File: src/rtl/fpcmp_pkg.sv
package fpcmp_pkg;

    localparam logic [1:0] FMT_SINGLE = 2'b00;
    localparam logic [1:0] FMT_DOUBLE = 2'b01;
    localparam logic [1:0] FMT_RSVD   = 2'b10;
    localparam logic [1:0] FMT_HALF   = 2'b11;

    // lane indices
    localparam int LN_HALF   = 0;
    localparam int LN_SINGLE = 1;
    localparam int LN_DOUBLE = 2;
    localparam int NUM_LANES = 3;

    // condition codes {N,Z,C,V}
    localparam logic [3:0] CC_LT    = 4'b1000;
    localparam logic [3:0] CC_EQ    = 4'b0110;
    localparam logic [3:0] CC_GT    = 4'b0010;
    localparam logic [3:0] CC_UNORD = 4'b0011;

    typedef struct packed {
        logic       vld;
        logic [3:0] cc;
        logic       undef;
        logic       sticky;
        logic       trap;
    } cmp_state_t;

endpackage

File: src/rtl/fpcmp_decode.sv
module fpcmp_decode
    import fpcmp_pkg::*;
(
    input  logic [1:0]           fmt_i,
    input  logic                 half_en_i,
    output logic                 legal_o,
    output logic [NUM_LANES-1:0] sel_o
);

    always_comb begin
        sel_o   = '0;
        legal_o = 1'b0;
        unique case (fmt_i)
            FMT_SINGLE: begin
                sel_o[LN_SINGLE] = 1'b1;
                legal_o          = 1'b1;
            end
            FMT_DOUBLE: begin
                sel_o[LN_DOUBLE] = 1'b1;
                legal_o          = 1'b1;
            end
            FMT_HALF: begin
                sel_o[LN_HALF] = half_en_i;
                legal_o        = half_en_i;
            end
            FMT_RSVD: begin
                sel_o   = '0;
                legal_o = 1'b0;
            end
            default: begin
                sel_o   = '0;
                legal_o = 1'b0;
            end
        endcase
    end

endmodule

File: src/rtl/fpcmp_lane.sv
module fpcmp_lane #(
    parameter int EXP_W = 8,
    parameter int MAN_W = 23,
    parameter int OUT_W = 64
) (
    input  logic [EXP_W+MAN_W:0] a_i,
    input  logic [EXP_W+MAN_W:0] b_i,
    output logic                 nan_o,
    output logic [OUT_W-1:0]     key_a_o,
    output logic [OUT_W-1:0]     key_b_o
);

    localparam int W = 1 + EXP_W + MAN_W;

    function automatic logic is_nan(input logic [W-1:0] x);
        return (&x[W-2:MAN_W]) && (|x[MAN_W-1:0]);
    endfunction

    // Zeros fold to one key; negatives are inverted so the unsigned order follows the value
    function automatic logic [W-1:0] order_key(input logic [W-1:0] x);
        logic [W-2:0] mag;
        logic         neg;
        mag = x[W-2:0];
        neg = x[W-1] && (mag != '0);
        return neg ? {1'b0, ~mag} : {1'b1, mag};
    endfunction

    logic [W-1:0] ka, kb;

    always_comb begin
        ka      = order_key(a_i);
        kb      = order_key(b_i);
        nan_o   = is_nan(a_i) || is_nan(b_i);
        key_a_o = OUT_W'(ka);
        key_b_o = OUT_W'(kb);
    end

endmodule

File: src/rtl/fpcmp_order.sv
module fpcmp_order
    import fpcmp_pkg::*;
#(
    parameter int KEY_W = 64
) (
    input  logic [KEY_W-1:0] key_a_i,
    input  logic [KEY_W-1:0] key_b_i,
    input  logic             unord_i,
    output logic [3:0]       cc_o
);

    always_comb begin
        if (unord_i)                 cc_o = CC_UNORD;
        else if (key_a_i < key_b_i)  cc_o = CC_LT;
        else if (key_a_i == key_b_i) cc_o = CC_EQ;
        else                         cc_o = CC_GT;
    end

endmodule

File: src/rtl/fp_sigcmp.sv
module fp_sigcmp
    import fpcmp_pkg::*;
#(
    parameter int H_EXP = 5,
    parameter int H_MAN = 10,
    parameter int S_EXP = 8,
    parameter int S_MAN = 23,
    parameter int D_EXP = 11,
    parameter int D_MAN = 52
) (
    input  logic        clk,
    input  logic        rst_n,
    input  logic        in_valid,
    input  logic [1:0]  fmt,
    input  logic        zero_sel,
    input  logic        half_en,
    input  logic        trap_en,
    input  logic        clr_inv,
    input  logic [63:0] opa,
    input  logic [63:0] opb,
    output logic        out_valid,
    output logic [3:0]  flags,
    output logic        undef,
    output logic        inv_sticky,
    output logic        trap_pulse
);

    localparam int DW = 1 + D_EXP + D_MAN;

    logic                 legal;
    logic [NUM_LANES-1:0] sel;
    logic [63:0]          opb_eff;
    logic [NUM_LANES-1:0] lane_nan;
    logic [DW-1:0]        lane_ka [NUM_LANES];
    logic [DW-1:0]        lane_kb [NUM_LANES];
    logic [DW-1:0]        key_a, key_b;
    logic                 unord;
    logic [3:0]           cc_new;
    cmp_state_t           st_d, st_q;

    fpcmp_decode u_dec (
        .fmt_i     (fmt),
        .half_en_i (half_en),
        .legal_o   (legal),
        .sel_o     (sel)
    );

    assign opb_eff = zero_sel ? 64'd0 : opb;

    for (genvar g = 0; g < NUM_LANES; g++) begin : g_lane
        localparam int EW = (g == LN_HALF) ? H_EXP : (g == LN_SINGLE) ? S_EXP : D_EXP;
        localparam int MW = (g == LN_HALF) ? H_MAN : (g == LN_SINGLE) ? S_MAN : D_MAN;
        localparam int LW = 1 + EW + MW;
        fpcmp_lane #(.EXP_W(EW), .MAN_W(MW), .OUT_W(DW)) u_lane (
            .a_i     (opa[LW-1:0]),
            .b_i     (opb_eff[LW-1:0]),
            .nan_o   (lane_nan[g]),
            .key_a_o (lane_ka[g]),
            .key_b_o (lane_kb[g])
        );
    end

    always_comb begin
        key_a = '0;
        key_b = '0;
        unord = 1'b0;
        for (int i = 0; i < NUM_LANES; i++) begin
            if (sel[i]) begin
                key_a = key_a | lane_ka[i];
                key_b = key_b | lane_kb[i];
                unord = unord | lane_nan[i];
            end
        end
    end

    fpcmp_order #(.KEY_W(DW)) u_ord (
        .key_a_i (key_a),
        .key_b_i (key_b),
        .unord_i (unord),
        .cc_o    (cc_new)
    );

    always_comb begin
        logic inv_evt;
        st_d       = st_q;
        inv_evt    = in_valid && legal && unord;
        st_d.vld   = in_valid;
        st_d.undef = in_valid && !legal;
        if (in_valid && legal) st_d.cc = cc_new;
        st_d.sticky = (st_q.sticky && !clr_inv) || (inv_evt && !trap_en);
        st_d.trap   = inv_evt && trap_en;
    end

    always_ff @(posedge clk) begin
        if (!rst_n) st_q <= '0;
        else        st_q <= st_d;
    end

    assign out_valid  = st_q.vld;
    assign flags      = st_q.cc;
    assign undef      = st_q.undef;
    assign inv_sticky = st_q.sticky;
    assign trap_pulse = st_q.trap;

    p_vld_lat_r10: assert property (@(posedge clk) disable iff (!rst_n)
        in_valid |=> out_valid);
    p_no_stray_vld_r10: assert property (@(posedge clk) disable iff (!rst_n)
        !in_valid |=> !out_valid);
    p_undef_hold_r2: assert property (@(posedge clk) disable iff (!rst_n)
        (in_valid && !legal) |=> (undef && $stable(flags) && !trap_pulse));
    p_cc_code_r5: assert property (@(posedge clk) disable iff (!rst_n)
        (out_valid && !undef) |-> (flags == CC_LT || flags == CC_EQ ||
                                   flags == CC_GT || flags == CC_UNORD));
    p_sticky_hold_r8: assert property (@(posedge clk) disable iff (!rst_n)
        (inv_sticky && !clr_inv) |=> inv_sticky);
    p_trap_no_sticky_r9: assert property (@(posedge clk) disable iff (!rst_n)
        (in_valid && trap_en && !clr_inv) |=> $stable(inv_sticky));
    p_trap_needs_vld_r9: assert property (@(posedge clk) disable iff (!rst_n)
        trap_pulse |-> out_valid);

endmodule

File: config.mk
export PLATFORM = sky130hd
export DESIGN_NAME = fp_sigcmp
export DESIGN_NICKNAME = d
export VERILOG_FILES = /design/src/rtl/fpcmp_pkg.sv /design/src/rtl/fpcmp_decode.sv /design/src/rtl/fpcmp_lane.sv /design/src/rtl/fpcmp_order.sv /design/src/rtl/fp_sigcmp.sv
export SDC_FILE = /design/constraint.sdc
export NUM_CORES = 1
export LEC_CHECK = 0
export BUFFER_PORTS_ARGS = -buffer_cell sky130_fd_sc_hd__buf_2
export CORE_ASPECT_RATIO = 1.25
export CORE_UTILIZATION = 52
export CTS_BUF_LIST = sky130_fd_sc_hd__clkbuf_2
export CTS_CLUSTER_SIZE = 40
export DETAILED_ROUTE_END_ITERATION = 7
export PLACE_DENSITY = 0.88
export SETUP_SLACK_MARGIN = 0.05
export SYNTH_ARGS = -nofsm -noshare
export SYNTH_HDL_FRONTEND = slang
export SYNTH_SLANG_ARGS = --single-unit
File: constraint.sdc
create_clock -name clk -period 4.35 [get_ports clk]
set_input_delay 0.2175 -clock clk [delete_from_list [all_inputs] [get_ports clk]]
set_output_delay 0.2175 -clock clk [all_outputs]
set_load 0.02 [all_outputs]
* Word-level counts from Yosys, hierarchy flattened *
Index checks and enable logic that the tools add are counted.

cells by class
  equal/unequal tests = 4
  reductions and logical operators = 45
  shift-type cells = 0
  bitwise operators = 12
  mux-type cells = 23
  multiply operators = 0
  $add $sub $neg = 0
  magnitude comparators = 1
  div/mod/pow operators = 0

operator list
  cell                  count
  $mux W64              5
  $mux W32              4
  $or A64 B64 Y64       2
  $not A63 Y63          2
  $reduce_bool A63 Y1   2
  $reduce_or A52 Y1     2
  $eq A64 B64 Y1        1
  $lt A64 B64 Y1        1
  $mux W16              4
  $or A16 B32 Y32       2
  $not A31 Y31          2
  $reduce_bool A31 Y1   2
  $reduce_or A23 Y1     2
  $not A15 Y15          2
  $reduce_bool A15 Y1   2
  $reduce_and A11 Y1    2
  $reduce_or A10 Y1     2
  $logic_and A1 B1 Y1   18
  $reduce_and A8 Y1     2
  $reduce_and A5 Y1     2
  $mux W4               2
  $mux W1               6
  $eq A2 B2 Y1 const B  2
  $logic_or A1 B1 Y1    4
  7 further kinds       10

storage, ports and cells
  memory bits (read-only) = 0
  bits in writable memories = 0
  bits in registers = 8
  logic and storage cells = 90
  memories = 0
  bits in latches = 0

* Logic depth before layout (Yosys ltp) *
  depth in word-level cells = 13
  mapped depth = 18
  mapped depth without buffers = 15

* Hierarchy *
From an unflattened synthesis, not the netlist that was laid out.

unflattened totals
  cell total of the unflattened synthesis = 1,143
  area total of the unflattened synthesis = 8,757.1 um^2

modules (own cells, without submodules)
  module                         area an instance (um^2)  cells each  seq. area each (um^2)  instances
  fp_sigcmp                      2,885.3                  401         160.2                  1
  fpcmp_lane (g_lane[2].u_lane)  1,707.9                  193         0.0                    1
  fpcmp_order                    1,666.6                  234         0.0                    1
  fpcmp_lane (g_lane[1].u_lane)  1,318.8                  165         0.0                    1
  fpcmp_lane (g_lane[0].u_lane)  1,148.6                  146         0.0                    1
  fpcmp_decode                   30.0                     4           0.0                    1

* Worst setup path after synthesis *
OpenSTA, ideal clock, no wires.

  path type = input-to-reg
  from = in opa[32]
  to = reg st_q (netlist bit flags[3])
  slack = 813 ps
  stages on the path = 15
  data arrival time = 3,421 ps
  path through = or4_1 nor4_2 a31oi_1 buf_2 buf_1 xnor2_1 nor2_1 ha_1 and4_1 nor4bb_1 nand2_1 o21ba_2 a211oi_1 o211a_1 a31o_2

on the way
  cells in the longest elaborated chain, start to end = 8

ends and longest elaborated chain
  item                  line               source
  start, declared       fp_sigcmp.sv:19    input logic [63:0] opa,
  $reduce_bool A63 Y1   fpcmp_lane.sv:24   neg = x[W-1] && (mag != '0);
  $logic_and A1 B1 Y1   fpcmp_lane.sv:24
  $mux W64              fpcmp_lane.sv:25   return neg ? {1'b0, ~mag} : {1'b1, mag};
  $or A64 B64 Y64       fp_sigcmp.sv:69    key_a = key_a | lane_ka[i];
  $mux W64              fp_sigcmp.sv:68    if (sel[i]) begin
  $lt A64 B64 Y1        fpcmp_order.sv:14  else if (key_a_i < key_b_i) cc_o = CC_LT;
  $mux W4               fpcmp_order.sv:14
  $mux W4 *             fpcmp_order.sv:13  if (unord_i) cc_o = CC_UNORD;
  end signal, assigned  fp_sigcmp.sv:96    else st_q <= st_d;
  end, declared         fp_sigcmp.sv:39    cmp_state_t st_d, st_q;

Mark *: on every way between the ends. The rest lies on a longest branch, timed or not.
A chain may end at the register's enable or synchronous reset.

* Worst setup path in the final report *
  from = in opa[5]
  to = reg st_q (netlist bit flags[3])

on the way
  cells in the longest elaborated chain, start to end = 11

ends and longest elaborated chain
  item                 line
  $reduce_bool A15 Y1  fpcmp_lane.sv:24
  $logic_and A1 B1 Y1  fpcmp_lane.sv:24
  $mux W16             fpcmp_lane.sv:25
  $mux W16             fp_sigcmp.sv:68
  $or A16 B32 Y32      fp_sigcmp.sv:69
  $mux W32             fp_sigcmp.sv:68
  $or A64 B64 Y64      fp_sigcmp.sv:69
  $mux W64             fp_sigcmp.sv:68
  $lt A64 B64 Y1       fpcmp_order.sv:14
  $mux W4              fpcmp_order.sv:14
  $mux W4 *            fpcmp_order.sv:13

Marked as above.

==> run metrics <==
status=complete, no violations; die area=7880 um2; first-pass GRT wire length=19500 um; DRC Markers=0; Syn Inst Count=535; adder-cell share of the synthesized area=0.205; CP Cell Sequence=buf_2 > nor4_1 > nand3_1 > nor4_4 > a31oi_4 > buf_4 > xnor2_1 > nor2_1 > ha_1 > nand4_1 > nor4bb_2 > nand2_1 > o21ba_2 > a211oi_1 > o211a_1 > a31o_2; fmax=roughly 0.25 GHz; buffer count from post-CTS setup fixing=0; combinational family with the most area after synthesis=simple AND/OR/NAND/NOR gates; TritonCTS clock tree=yes; Clk pwr share=0.069; Flop pwr share=0.124; via density per instance=roughly 6.1; post-synthesis simple-gate area fraction=0.276; final std cells w/o fill=approximately 760; Mapped Area=a little under 4000 um2; largest fanout on the critical path=33; ant diodes=0; fin nets=~870; worst hold path type=primary input to register; Slew Viols, Final=0; Psw=0.307 mW; ys flop type=dfxtp_1; Pwr Density=132 nW/um2; fin crit period=~4000 ps; worst slack, placed=-38.9 ps; Layout area overhead=21.2%; Die Y=between 90 and 100 um; P_int=0.321 mW; LEAKAGE=2.20 nW; initial antenna violation count=0; 1st-pass router iterations=5; Net Sw Frac=0.489; part of the Yosys area used for sequential elements=0.0409; Yosys warning total=0; Iteration-0 DRC Markers=roughly 250; Fin Hold WS=between 200 and 250 ps; Die X=around 80 um; Clock Skew=0 ps; Compound-Gate Fraction of Synth Area=0.141; largest net degree at the start of global routing=34; Synth top area share=0.205; number of flops mapped to enable cells by yosys=0; GP Congestion=slightly above 0.9; max_slew headroom=0.311; max-cap violations=0; met2 layer usage reported by global route=0.581; CP delay by family, top=simple AND/OR/NAND/NOR gates; Post-Synth XOR/XNOR Area=0.150; Detailed Place HPWL=around 10000 um; number of global-route vias before repair=between 4000 and 5000; synth top area cells=ha_1 20%, mux2i_1 14%, xnor2_1 11%; worst path required time=4480 ps; RSZ-0062 raised after global routing=no; proportion of synthesized area in mux cells=0.146; total CTS buffers=3; H-tree levels=1; Startpoint Class=primary input; Comb pwr share=0.806; Async SR Flop Fraction=0; FF+latch count, synth=8; met3 GRT Util=0.0194; Synth cell types=51; layout cells sized above 1=0.256; Core Area=roughly 7300 um2; GR peak layer=met2; drt total wl=12100 um; clk buf depth=2; starting density of the core=0.535; Clk pin slew, worst setup/hold paths=80 ps; CP max-delay cell=nor4bb_2; Finish-stage setup viols=0; Total Power=0.628 mW; R2R Setup Slk=between 3000 and 4000 ps; buffers added on ports=144; via count=between 4000 and 5000; Max VDD drop=roughly 0.12 mV; Final Hold Fails=0; crit share post-route=0.930; CP arrival=~4200 ps; Cell Rows=35; Boundary Pins=approximately 150; Routed WL per cell=between 15 and 20 um; Mapped Avg Cell Area=about 7.3 um2; ANT nets after route=0; Total GRT Usage=0.301; worst path buffer plus inverter count=2; worst-margin pin slew=1030 ps; post-synth top area cell=ha_1; Placed Cells=753; Crit. End Element=register; Largest stage delay, worst path=approximately 530 ps; Root Driver=clkbuf_2; crit path kind=primary input to register; grt met1 use=0.336; Congestion Overflow GR=0; Clock Sinks=8; setup ws final=305 ps; Clock Latency Late Sink=230 ps; Syn Nets=roughly 740
==> Yosys cell counts (all sizes together) (3+ instances only) <==
library cell and count:
dfxtp 8, and2 5, mux2i 55, nand3 19, inv 7, a221oi 3, nor3 9, clkbuf 14
a211oi 7, o21ai 17, xnor2 48, buf 14, nor4 33, nor2 66, xor2 19, ha 64
a21o 6, nand4 24, and3 4, and4 3, nand2 48, o31ai 4, or4 3, a21oi 31
==> state kept, by name, indices dropped and copies added (netlist names) <==
name        cells
flags           4
inv_sticky      1
out_valid       1
trap_pulse      1
undef           1
==> per-stage QoR <==
stage / TNS, ps / area (um2) / util
finish: 0 / 4750 / 0.649
global route: 0 / 4750 / 0.649
CTS: 0 / 4730 / 0.647
detailed placement: -38.9 / 4720 / 0.645
global placement: 0 / 4720 / 0.645
floorplan: 0 / 3920 / -
==> path summary, 6_finish.rpt <==
check / cells after the start / startpoint / endpoint
setup / recovery: 16 / opa[5] / flags[3]
hold / removal: 3 / trap_en / trap_pulse
setup reg to reg: 2 / flags[3] / flags[3]
hold reg to reg: 2 / flags[2] / flags[2]
==> tightest hold or removal path, stage by stage <==
cell	delay, ps
buf_2	100
nand3_1	60
nor2_1	40
==> what timing repair did <==
action	in CTS	in global routing
hold buffers	0	0
endpoints found under the setup margin	0	3
endpoints found under the hold margin	0	0
resized for setup	0	3
==> power by group through the flow <==
stage	registers [mW]	clock network, mW	logic (mW)
6_report	0.0781	0.0436	0.506
5_1_grt	0.0785	0.0482	0.562
4_1_cts	0.0781	0.0449	0.499
3_5_place_dp	0.0797	0	0.496
3_3_place_gp	0.0797	0	0.478
2_1_floorplan	0.0836	0	0.320
==> routing by layer <==
metal,routed length [um],up-vias
li1,-,2252
met1,4750,2136
met2,6340,190
met3,589,31
met4,389,0
met5,0,-
==> cell usage in the layout (no fill, tap or decap), drive strengths merged, types with 2 or more instances in the layout <==
cell type	count
buf	154
nor2	66
ha	64
mux2i	55
nand2	48
xnor2	48
nor4	33
a21oi	31
nand4	24
nand3	19
xor2	19
o21ai	17
nor3	9
dfxtp	8
inv	7
a211oi	7
a21o	6
and2	5
and3	4
o31ai	4
or4	3
and4	3
a221oi	3
clkbuf	3
mux2	2
a221o	2
o211ai	2
a21boi	2
==> cells by family (layout without fill, tap and decap cells) <==
kind of cell | after synthesis | in the layout
mux | 57 | 57
simple gates | 219 | 219
fa+ha+maj | 64 | 64
flops | 8 | 8
buf+inv | 35 | 164
compound gates | 85 | 85
xor+xnor | 67 | 67
==> cell type report <==
type / count / area, um2
well taps: 92 / 115
repair buffers: 154 / 796
clock buffers: 3 / 15.0
fillers: 667 / 2570
inverters: 7 / 26.3
flip-flops and latches: 8 / 160
multi-input cells: 492 / 3630
Note: power is estimated with default switching activity, not from simulation.
